`config.mk`:
```
export PLATFORM = sky130hd
export DESIGN_NAME = dm_wb_cache
export DESIGN_NICKNAME = d
export VERILOG_FILES = /design/src/rtl/cache_pkg.sv /design/src/rtl/cache_tag_store.sv /design/src/rtl/cache_data_store.sv /design/src/rtl/hit_miss_counter.sv /design/src/rtl/cache_ctrl.sv /design/src/rtl/dm_wb_cache.sv
export SDC_FILE = /design/constraint.sdc
export NUM_CORES = 1
export LEC_CHECK = 0
export CORE_AREA = 2 2 130 132
export CTS_CLUSTER_DIAMETER = 120
export DETAILED_ROUTE_END_ITERATION = 12
export DIE_AREA = 0 0 132 134
export GPL_ROUTABILITY_DRIVEN = 0
export GPL_TIMING_DRIVEN = 0
export SYNTH_ARGS = -nofsm -noshare
export SYNTH_HDL_FRONTEND = slang
export SYNTH_SLANG_ARGS = --single-unit
```
`constraint.sdc`:
```
create_clock -name clk -period 2.7 [get_ports clk]
set_input_delay 0.405 -clock clk [delete_from_list [all_inputs] [get_ports clk]]
set_output_delay 0.405 -clock clk [all_outputs]
set_load 0.02 [all_outputs]
```
`src/rtl/cache_pkg.sv`:
```
package cache_pkg;
    typedef enum logic [1:0] {
        ST_LOOKUP  = 2'd0,
        ST_WRBACK  = 2'd1,
        ST_REFILL  = 2'd2,
        ST_RESPOND = 2'd3
    } cache_state_e;
endpackage

```
`src/rtl/cache_tag_store.sv`:
```
module cache_tag_store #(
    parameter int TAG_W = 1,
    parameter int IDX_W = 2
) (
    input  logic             clk,
    input  logic             rst_n,
    input  logic [IDX_W-1:0] rd_idx,
    output logic             rd_valid,
    output logic             rd_dirty,
    output logic [TAG_W-1:0] rd_tag,
    input  logic             alloc_en,
    input  logic [TAG_W-1:0] alloc_tag,
    input  logic             alloc_dirty,
    input  logic             dirty_set
);
    localparam int LINES = 1 << IDX_W;

    logic [LINES-1:0] valid_q;
    logic [LINES-1:0] dirty_q;
    logic [TAG_W-1:0] tag_q [LINES];

    for (genvar ln = 0; ln < LINES; ln++) begin : g_line
        wire sel = (rd_idx == IDX_W'(ln));
        always_ff @(posedge clk) begin
            if (!rst_n) begin
                valid_q[ln] <= 1'b0;
                dirty_q[ln] <= 1'b0;
                tag_q[ln]   <= '0;
            end else if (sel && alloc_en) begin
                valid_q[ln] <= 1'b1;
                dirty_q[ln] <= alloc_dirty;
                tag_q[ln]   <= alloc_tag;
            end else if (sel && dirty_set) begin
                dirty_q[ln] <= 1'b1;
            end
        end
    end

    assign rd_valid = valid_q[rd_idx];
    assign rd_dirty = dirty_q[rd_idx];
    assign rd_tag   = tag_q[rd_idx];
endmodule

```
`src/rtl/cache_data_store.sv`:
```
module cache_data_store #(
    parameter int IDX_W  = 2,
    parameter int OFF_W  = 1,
    parameter int BYTE_W = 8
) (
    input  logic                            clk,
    input  logic                            rst_n,
    input  logic [IDX_W-1:0]                idx,
    output logic [(BYTE_W<<OFF_W)-1:0]      rd_block,
    input  logic                            byte_wr,
    input  logic [OFF_W-1:0]                byte_off,
    input  logic [BYTE_W-1:0]               byte_data,
    input  logic                            fill_wr,
    input  logic                            fill_merge,
    input  logic [(BYTE_W<<OFF_W)-1:0]      fill_block
);
    localparam int LINES = 1 << IDX_W;
    localparam int BYTES = 1 << OFF_W;
    localparam int BLK_W = BYTE_W * BYTES;

    logic [BLK_W-1:0] line_q [LINES];

    for (genvar ln = 0; ln < LINES; ln++) begin : g_line
        wire sel = (idx == IDX_W'(ln));
        for (genvar by = 0; by < BYTES; by++) begin : g_byte
            wire hit_byte = (byte_off == OFF_W'(by));
            always_ff @(posedge clk) begin
                if (!rst_n) begin
                    line_q[ln][by*BYTE_W +: BYTE_W] <= '0;
                end else if (sel && fill_wr) begin
                    line_q[ln][by*BYTE_W +: BYTE_W] <= (fill_merge && hit_byte)
                        ? byte_data : fill_block[by*BYTE_W +: BYTE_W];
                end else if (sel && byte_wr && hit_byte) begin
                    line_q[ln][by*BYTE_W +: BYTE_W] <= byte_data;
                end
            end
        end
    end

    assign rd_block = line_q[idx];
endmodule

```
`src/rtl/hit_miss_counter.sv`:
```
module hit_miss_counter #(
    parameter int CNT_W = 8
) (
    input  logic             clk,
    input  logic             rst_n,
    input  logic             inc_hit,
    input  logic             inc_miss,
    output logic [CNT_W-1:0] hit_count,
    output logic [CNT_W-1:0] miss_count
);
    always_ff @(posedge clk) begin
        if (!rst_n) begin
            hit_count  <= '0;
            miss_count <= '0;
        end else begin
            if (inc_hit)  hit_count  <= hit_count + 1'b1;
            if (inc_miss) miss_count <= miss_count + 1'b1;
        end
    end
endmodule

```
`src/rtl/cache_ctrl.sv`:
```
module cache_ctrl
    import cache_pkg::*;
(
    input  logic clk,
    input  logic rst_n,
    input  logic cpu_req,
    input  logic cpu_we,
    input  logic line_valid,
    input  logic line_dirty,
    input  logic tag_match,
    input  logic mem_ack,
    output logic cpu_ready,
    output logic mem_req,
    output logic mem_we,
    output logic use_victim,
    output logic byte_wr,
    output logic fill_wr,
    output logic inc_hit,
    output logic inc_miss
);
    cache_state_e state_q, state_d;
    logic hit;

    assign hit = line_valid && tag_match;

    always_ff @(posedge clk) begin
        if (!rst_n) state_q <= ST_LOOKUP;
        else        state_q <= state_d;
    end

    always_comb begin
        state_d = state_q;
        unique case (state_q)
            ST_LOOKUP: begin
                if (cpu_req && !hit)
                    state_d = (line_valid && line_dirty) ? ST_WRBACK : ST_REFILL;
            end
            ST_WRBACK:  if (mem_ack) state_d = ST_REFILL;
            ST_REFILL:  if (mem_ack) state_d = ST_RESPOND;
            ST_RESPOND: state_d = ST_LOOKUP;
        endcase
    end

    always_comb begin
        cpu_ready  = 1'b0;
        mem_req    = 1'b0;
        mem_we     = 1'b0;
        use_victim = 1'b0;
        byte_wr    = 1'b0;
        fill_wr    = 1'b0;
        inc_hit    = 1'b0;
        inc_miss   = 1'b0;
        unique case (state_q)
            ST_LOOKUP: begin
                cpu_ready = cpu_req && hit;
                byte_wr   = cpu_req && hit && cpu_we;
                inc_hit   = cpu_req && hit;
                inc_miss  = cpu_req && !hit;
            end
            ST_WRBACK: begin
                mem_req    = 1'b1;
                mem_we     = 1'b1;
                use_victim = 1'b1;
            end
            ST_REFILL: begin
                mem_req = 1'b1;
                fill_wr = mem_ack;
            end
            ST_RESPOND: cpu_ready = 1'b1;
        endcase
    end
endmodule

```
`src/rtl/dm_wb_cache.sv`:
```
module dm_wb_cache #(
    parameter int TAG_W  = 1,
    parameter int IDX_W  = 2,
    parameter int OFF_W  = 1,
    parameter int BYTE_W = 8,
    parameter int CNT_W  = 8
) (
    input  logic                              clk,
    input  logic                              rst_n,
    input  logic                              cpu_req,
    input  logic                              cpu_we,
    input  logic [TAG_W+IDX_W+OFF_W-1:0]      cpu_addr,
    input  logic [BYTE_W-1:0]                 cpu_wdata,
    output logic                              cpu_ready,
    output logic [BYTE_W-1:0]                 cpu_rdata,
    output logic                              mem_req,
    output logic                              mem_we,
    output logic [TAG_W+IDX_W-1:0]            mem_addr,
    output logic [(BYTE_W<<OFF_W)-1:0]        mem_wdata,
    input  logic [(BYTE_W<<OFF_W)-1:0]        mem_rdata,
    input  logic                              mem_ack,
    output logic [CNT_W-1:0]                  hit_count,
    output logic [CNT_W-1:0]                  miss_count
);
    localparam int ADDR_W = TAG_W + IDX_W + OFF_W;
    localparam int BLK_W  = BYTE_W << OFF_W;

    logic [TAG_W-1:0] a_tag;
    logic [IDX_W-1:0] a_idx;
    logic [OFF_W-1:0] a_off;
    assign a_off = cpu_addr[OFF_W-1:0];
    assign a_idx = cpu_addr[OFF_W +: IDX_W];
    assign a_tag = cpu_addr[ADDR_W-1 -: TAG_W];

    logic             line_valid, line_dirty;
    logic [TAG_W-1:0] line_tag;
    logic [BLK_W-1:0] line_block;
    logic use_victim, byte_wr, fill_wr, inc_hit, inc_miss;

    cache_ctrl u_ctrl (
        .clk        (clk),
        .rst_n      (rst_n),
        .cpu_req    (cpu_req),
        .cpu_we     (cpu_we),
        .line_valid (line_valid),
        .line_dirty (line_dirty),
        .tag_match  (line_tag == a_tag),
        .mem_ack    (mem_ack),
        .cpu_ready  (cpu_ready),
        .mem_req    (mem_req),
        .mem_we     (mem_we),
        .use_victim (use_victim),
        .byte_wr    (byte_wr),
        .fill_wr    (fill_wr),
        .inc_hit    (inc_hit),
        .inc_miss   (inc_miss)
    );

    cache_tag_store #(.TAG_W(TAG_W), .IDX_W(IDX_W)) u_tags (
        .clk         (clk),
        .rst_n       (rst_n),
        .rd_idx      (a_idx),
        .rd_valid    (line_valid),
        .rd_dirty    (line_dirty),
        .rd_tag      (line_tag),
        .alloc_en    (fill_wr),
        .alloc_tag   (a_tag),
        .alloc_dirty (cpu_we),
        .dirty_set   (byte_wr)
    );

    cache_data_store #(.IDX_W(IDX_W), .OFF_W(OFF_W), .BYTE_W(BYTE_W)) u_data (
        .clk        (clk),
        .rst_n      (rst_n),
        .idx        (a_idx),
        .rd_block   (line_block),
        .byte_wr    (byte_wr),
        .byte_off   (a_off),
        .byte_data  (cpu_wdata),
        .fill_wr    (fill_wr),
        .fill_merge (cpu_we),
        .fill_block (mem_rdata)
    );

    hit_miss_counter #(.CNT_W(CNT_W)) u_cnt (
        .clk        (clk),
        .rst_n      (rst_n),
        .inc_hit    (inc_hit),
        .inc_miss   (inc_miss),
        .hit_count  (hit_count),
        .miss_count (miss_count)
    );

    assign mem_addr  = use_victim ? {line_tag, a_idx} : {a_tag, a_idx};
    assign mem_wdata = line_block;
    assign cpu_rdata = line_block[a_off*BYTE_W +: BYTE_W];
endmodule

```
# Word-level counts from Yosys, hierarchy flattened
# Memories as Yosys holds them, arrays and structs flattened.
# Cells that the tools add are included.
# totals
inputBits	33
wordCells	172
latchBits	0
mem_bits_rw	68
regBits	26
mem_count	2
mem_bits_ro	0
# classes
n_div	0
reduce_logical	32
mul	0
muxes	92
bitwise	21
n_lt_le_gt_ge	1
eq_ne	10
addsub	2
n_shift	1
# mem_list
memory	depth	width	read_ports	rd_clocked_by_memory_dff	write_ports	line_no	text
u_data.line_q	4	16	1	0	4	cache_data_store.sv:21	logic [BLK_W-1:0] line_q [LINES];
u_tags.tag_q	4	1	1	0	4	cache_tag_store.sv:20	logic [TAG_W-1:0] tag_q [LINES];
# op_table
cell	n
$mux 8	18
$mux 1	65
$logic_and 1x1->1	23
$or 1x1->1	20
$add 8x1->8 const B	2
$shiftx 16x5->8	1
$eq 2x2->1 const B	4
$mux 2	4
$pmux 2 s4	1
$reduce_bool 2->1	4
$bmux 1 s2	2
$eq 2x1->1 const B	2
$logic_not 2->1	2
$ne 2x2->1 const B	2
$lt 2x3->1 const B	1
$mux 3	1
$reduce_and 3->1	1
$ne 2x1->1 const B	1
$pmux 1 s2	1
$reduce_or 2->1	1
$eq 1x1->1	1
$logic_not 1->1	1
$not 1->1	1

# Logic depth before layout (Yosys ltp)
# Gate-level depths: netlist (run 1).
# depth
word_depth	13
depth_mapped	9
mapped_depth_nobuf	6

# Cells and area by module
# A second synthesis (run 1) with hierarchy kept.
# hier_totals
hier_cells	371
hier_area_um2	5014.8
# by_module_without_submodules
mod	cells_per_inst	seq_area_each_um2	n_inst	area_per_inst_um2
cache_data_store	195	1921.8	1	3309.4
hit_miss_counter	75	320.3	1	721.9
cache_tag_store	58	270.3	1	575.6
cache_ctrl	30	40.0	1	241.5
dm_wb_cache	13	0.0	1	166.4

# Worst setup path after synthesis (run 1)
# Ideal clock, no wire load.
# synth_timing
path_kind	input to register
from	in cpu_addr[1]
to	mem u_data.line_q[1][0] (netlist name), enable pin
arrival_time_ns	2.375
path_stages	6
setup_time_ns	0.384
required_time_ns	2.316
setup_slack_ns	-0.059
path_cell_list	buf_2 > mux4_2 > xnor2_1 > buf_2 > nand3_1 > o21ai_0
# synth_lines
item	line_no	text
start: declaration	dm_wb_cache.sv:12	input logic [TAG_W+IDX_W+OFF_W-1:0] cpu_addr,
end: declaration	cache_data_store.sv:21	

==> metrics.cfg, run 1 <==
[global_routing]
antenna_found_initial=0
gr-total-overflow=0
grt_max_degree=16
grt_usage=0.166
grt_pass1_vias=3982
grt_pass1_wl_um=22300

[die]
rows=47
core-area_um2=16300
start_util=0.293
die_area_um2=17700
chipHeight_um=134
die_w_um=132
pin_count=79

[worst_setup_path]
arrival_ns=2.67
rrSetupSlack_ns=0.06
crit_required_ns=2.71
critical_path_class=input port to register
critPathLaunchType=input port
reg2reg_depth=5
cp-end-kind=register
reg2reg_from=u_tags.tag_q[3]$_DFFE_PP_
startpoint=cpu_we
rr_endpoint=u_data.line_q[2][5]$_SDFFCE_PN0P_
cp_max_fo=10

[detailed_routing]
drcViolationCount=0
routed_wl_um=14600
drtIter0Drc=375
via_per_inst=5.41
vias=3963
wl_per_cell_um=20.0
dr.pass1.iters=5
ant_nets=0

[cells_and_area]
area_growth_pct=32.1
num_antenna_cells=0
drive_gt1_frac=0.150
nNetsFinal=548

[synthesis]
syn_avg_cell_area_um2=11.4
synthArstFlopShare=0
syn-cell-area_um2=4770
ys_seq_elements=94
synth_edf_count=67
synthCells=419
ys_seq_area_frac=0.535
synth_warnings=0
ys.flop_type=edfxtp_1
ys_types=39
synth_nets=458

[pwr]
total_power_w=0.00387
clkPwrFrac=0.326
power_density_nw_per_um2=615
power_frac_comb=0.236
p_sw_w=0.00113
p_int_w=0.00274
swShare=0.292
peakVddDrop_v=0.000327
pwr-share-seq=0.439
p_leak_nw=2.11

[clock_network]
cts_tree=done
clock_latency_ns=0.35
cts-root-buf=clkbuf_16
cts.sink_count=94
cts_max_level=3
clockBufferDepth=2
cts_buffers=9
clk_pin_slew_ns=0.06

[timing]
finalCritPeriodShare=0.983
max_freq_ghz=0.377
finalHoldViolCount=0
period_minus_slack_ns=2.65
max_slew.worst_pin.slew_ns=0.825
finClkSkew_ns=0.00829
drv_slew=0
fin_tns_setup_ns=0
setup_violations=0
max_slew_margin=0.450

[min_path]
hold_path_class=register to register
hp-start=u_tags.valid_q[1]$_SDFFE_PN0P_
worstHoldEndpoint=u_tags.valid_q[1]$_SDFFE_PN0P_
min_delay_path_depth=2

[run_status]
status=complete, no violations

[flow_run]
maxCapViolCount=0

[placement]
place_hpwl_um=10400
portBuffers=76

synth_stat cells, drive strengths merged, types with 6 or more instances:
library cell / instances / area share
and2: 11 / 0.014
inv: 6 / 0.0047
nor2: 22 / 0.017
nand3: 12 / 0.013
clkbuf: 22 / 0.017
nand2b: 14 / 0.018
nand2: 30 / 0.024
a32oi: 16 / 0.029
o21ai: 8 / 0.0084
buf: 13 / 0.014
dfxtp: 27 / 0.11
mux2i: 15 / 0.031
nand4: 20 / 0.026
ha: 6 / 0.016
edfxtp: 67 / 0.42
mux4: 19 / 0.090
mux2: 9 / 0.021
a21oi: 75 / 0.079
registers in the layout (all words and copies together) (netlist names):
signal and flops:
u_cnt.miss_count 8, u_tags.tag_q 4, u_data.line_q 64, u_ctrl.state_q 2, u_cnt.hit_count 8, u_tags.dirty_q 4, u_tags.valid_q 4
repair_timing:
action / 4_1_cts / 5_1_grt
gates resized for setup: 37 / 13
pin swaps: 0 / 6
endpoints found under the hold margin: 0 / 0
hold buffers: 0 / 0
setup buffers: 0 / 4
endpoints found under the setup margin: 94 / 68
worst max-delay path by stage:
stage                                              endpoint  cells after the start
after global routing      u_data.line_q[2][0]$_SDFFCE_PN0P_                      5
final                        u_data.line_q[1][14]$_DFFE_PP_                      6
after global placement        u_data.line_q[3][5]$_DFFE_PP_                      6
after CTS                                      cpu_rdata[2]                      6
after floorplan           u_data.line_q[2][0]$_SDFFCE_PN0P_                      6
after detailed placement      u_data.line_q[3][9]$_DFFE_PP_                      6
metal layers:
layer / GRT usage / wire [µm] / vias to the layer above
met5: 0 / 0 / -
met4: 0.0634 / 325 / 0
met3: 0.0340 / 1210 / 23
met2: 0.269 / 6900 / 216
met1: 0.221 / 6190 / 1925
li1: - / - / 1799
cells in the final DEF (no fill, tap or decap), types with 4 or more instances in the layout:
cell             netlist  layout
clkdlybuf4s50_1        0      72
edfxtp_1              67      67
mux2i_1               15      15
o21ai_4                0       4
nor2_1                22      22
nand4_1               20      20
clkbuf_16              0       9
a21oi_1               75      75
a32oi_1               16      16
clkbuf_2               0       5
nand2b_1              14      14
o21ai_0                8       4
mux2_2                 9       9
ha_1                   6       5
nand2_1               30      30
and2_1                11      11
buf_2                  6       6
mux4_2                19      19
dfxtp_1               27      27
o32ai_1                4       4
clkbuf_1              22      16
nand3_1               12      12
buf_4                  3       7
inv_1                  6       6
worst max-delay path, cell delays in order:
cell and delay [ns]:
clkdlybuf4s50_1 0.57, and2_1 0.15, clkbuf_1 0.38, buf_2 0.34, nand3_1 0.36, o21ai_4 0.45
logic make-up after synthesis:
logic type      share of synthesized area
fa+ha+maj                          0.0157
xor+xnor                          0.00367
simple gates                        0.126
mux                                 0.142
compound gates                      0.140
buf+inv                            0.0370
flops                               0.535
cell type report:
class	count	area, µm²
fillers	1575	9990
flip-flops and latches	94	2550
multi-input cells	283	2160
repair buffers	80	811
well taps	220	275
clock buffers	9	225
plain buffers	34	188
clock inverters	5	62.6
inverters	7	26.3
per-stage QoR:
step,cell area (µm²),hold WS [ns],worst slack (ns),cells,utilization
floorplan,4770,0.435,0.0733,419,-
global placement,5810,0.449,-1.15,715,0.357
detailed placement,5810,0.468,-1.15,715,0.357
CTS,6200,0.482,-0.00784,728,0.381
global route,6300,0.499,-0.0285,732,0.387
finish,6300,0.473,0.0461,732,0.387
power groups by stage:
stage	registers, W	logic, W	clock network (W)
global placement	0.00172	0.000843	0
floorplan	0.00173	0.000494	0
finish	0.00170	0.000913	0.00126
detailed placement	0.00173	0.000851	0
CTS	0.00170	0.000886	0.00127
global route	0.00171	0.000975	0.00132
Power figures use the tool's default switching activity.
==> inputs of run 2 (changes only) <==
--- a/config.mk
+++ b/config.mk
@@ -5,12 +5,15 @@
 export SDC_FILE = /design/constraint.sdc
 export NUM_CORES = 1
 export LEC_CHECK = 0
+export CELL_PAD_IN_SITES_DETAIL_PLACEMENT = 0
+export CELL_PAD_IN_SITES_GLOBAL_PLACEMENT = 2
 export CORE_AREA = 2 2 130 132
 export CTS_CLUSTER_DIAMETER = 120
 export DETAILED_ROUTE_END_ITERATION = 12
 export DIE_AREA = 0 0 132 134
 export GPL_ROUTABILITY_DRIVEN = 0
-export GPL_TIMING_DRIVEN = 0
+export GPL_TIMING_DRIVEN = 1
+export PLACE_DENSITY_LB_ADDON = 0.1
 export SYNTH_ARGS = -nofsm -noshare
 export SYNTH_HDL_FRONTEND = slang
 export SYNTH_SLANG_ARGS = --single-unit
==> metrics.cfg, run 2 (synthesis results as in run 1) <==
[pwr]
pwr-share-seq=0.435  ; -0.004
p_sw_w=0.00119  ; +5.7%
peakVddDrop_v=0.000347  ; +5.9%
swShare=0.305  ; +0.0137
power_frac_comb=0.240  ; +0.004
p_int_w=0.00272  ; -1.0%
clkPwrFrac=0.325  ; about the same
p_leak_nw=2.26  ; +7.0%
power_density_nw_per_um2=612  ; -0.37%

[detailed_routing]
ant_nets=0  ; unchanged
via_per_inst=5.12  ; -5.5%
drtIter0Drc=271  ; -28%
drcViolationCount=0  ; unchanged
wl_per_cell_um=20.2  ; +1.0%
dr.pass1.iters=4  ; -1
vias=3811  ; -3.8%
routed_wl_um=15000  ; +2.8%

[global_routing]
use_met3=0.0385  ; +0.00454
antenna_found_initial=0  ; unchanged
grt_usage=0.173  ; +0.00654
grt_pass1_wl_um=22800  ; +2.3%
grt_max_degree=32  ; +16
top_usage_layer=met2
gr-total-overflow=0  ; unchanged
grt_pass1_vias=3974  ; -0.20%
use_met2=0.306  ; +0.0373
use_met1=0.209  ; -0.0116

[timing]
finalCritPeriodShare=0.972  ; -0.0113
period_minus_slack_ns=2.62  ; -0.0306 ns
max_slew_margin=0.395  ; -0.0551
finalHoldViolCount=0  ; unchanged
fin_tns_setup_ns=0  ; unchanged
setup_violations=0  ; unchanged
max_slew.worst_pin.slew_ns=0.908  ; +0.0826 ns
finClkSkew_ns=0.00975  ; +0.00146 ns
rsz0062_at_grt=no
drv_slew=0  ; unchanged
max_freq_ghz=0.381  ; +1.2%

[cells_and_area]
most-common-layout-cells=a21oi_1 (75), edfxtp_1 (67), clkdlybuf4s50_1 (65)
multi_input_area_um2=2050  ; -5.1%
largest_reg_flops=64  ; unchanged
regMostFlops=u_data.line_q
num_antenna_cells=0  ; unchanged
final_util=0.392  ; +0.00507
fill_cells=1631  ; +3.6%
seq_area_um2=2550  ; unchanged
layout_commonest_cell=a21oi_1
area_growth_pct=33.8
reg_top3=u_data.line_q: 64 flops, u_cnt.hit_count: 8 flops, u_cnt.miss_count: 8 flops
nNetsFinal=559  ; +2.0%
postLayoutCellArea_um2=6390  ; +1.3%
drive_gt1_frac=0.181  ; +0.0306
final_cells=745  ; +1.8%

[clock_network]
clk_pin_slew_ns=0.07  ; about the same
cts_max_level=3  ; unchanged
clockBufferDepth=2  ; unchanged
clock_latency_ns=0.35  ; about the same
cts-root-buf=clkbuf_16
cts_tree=done
cts_buffers=9  ; unchanged
cts_hold_buf=0  ; unchanged
cts.sink_count=94  ; unchanged

[die]
die_area_um2=17700  ; unchanged
chipHeight_um=134  ; unchanged
rows=47  ; unchanged
start_util=0.293  ; unchanged
core-area_um2=16300  ; unchanged
die_w_um=132  ; unchanged
pin_count=79  ; unchanged

[worst_setup_path]
crit_chain=clkdlybuf4s15_2, bufbuf_16, mux4_2, buf_4, clkdlybuf4s50_1
cp_max_fo=8  ; -2
cpLargestDelayFamily=buffers and inverters
critical_path_class=input port to output pin
arrival_ns=2.22  ; -0.45 ns
crit_required_ns=2.30  ; -0.41 ns
slowest_stage=clkdlybuf4s50_1
critPathMaxStageDelay_ns=0.54  ; -0.03 ns
critPathBufInv=4  ; +1
critPathLaunchType=input port
cp-end-kind=output pin

[placement]
placed_cell_area_um2=6040  ; +3.9%
placed_cells=726  ; +1.5%
place_hpwl_um=10300  ; -0.30%
portBuffers=78  ; +2.6%

[min_path]
hold_path_class=register to register

[run_status]
status=complete, no violations

[flow_run]
maxCapViolCount=0  ; unchanged

## run 2: worst paths after layout
path / cells after the start / slack (ns) / to / from
worst min-delay path: 2 / 0.47 / u_tags.valid_q[1]$_SDFFE_PN0P_ / u_tags.valid_q[1]$_SDFFE_PN0P_
worst min register to register: 2 / 0.47 / u_tags.valid_q[1]$_SDFFE_PN0P_ / u_tags.valid_q[1]$_SDFFE_PN0P_
worst max register to register: 6 / 0.42 / u_data.line_q[0][9]$_DFFE_PP_ / u_tags.tag_q[3]$_DFFE_PP_
worst max-delay path: 5 / 0.08 / mem_wdata[12] / cpu_addr[1]
## run 2: power by group through the flow
stage                     clock network (W)  registers (W)  logic [W]
after floorplan                           0        0.00173   0.000494
after global placement                    0        0.00173   0.000944
after detailed placement                  0        0.00173   0.000943
after CTS                           0.00130        0.00170   0.000947
after global routing                0.00135        0.00171    0.00101
final                               0.00127        0.00170   0.000937
## run 2: through the flow
stage	power (W)	setup WS [ns]	hold WS [ns]
after global placement	0.00268	-0.349	0.451
after detailed placement	0.00268	-0.337	0.464
after floorplan	0.00222	0.0733	0.435
after global routing	0.00407	0.0361	0.503
after CTS	0.00395	0.0126	0.478
final	0.00391	0.0767	0.469
## run 2: worst min-delay path: cells and delay by family (launching register included)
family	cells	cell delay, ns
flops	1	0.32
simple gates	2	0.12
## run 2: final cells by class
type / instances / share of cell area
well taps: 220 / 0.0431
multi-input cells: 283 / 0.321
inverters: 7 / 0.00411
clock inverters: 7 / 0.0110
clock buffers: 9 / 0.0353
repair buffers: 125 / 0.186
flip-flops and latches: 94 / 0.400
## run 2: metal layers
layer  wire, µm  share of wire  up-vias
met3        654          0.044       21
met2       7580           0.50      117
met4        293          0.019        0
met5          0              0        -
li1           -              -     1820
met1       6490           0.43     1853
## run 2: what timing repair did
item                                    in CTS  in global routing
resized for setup                           13                  3
cloned                                       1                  0
endpoints found under the setup margin      26                  3
setup buffers                                2                  0
hold endpoints to repair                     0                  0
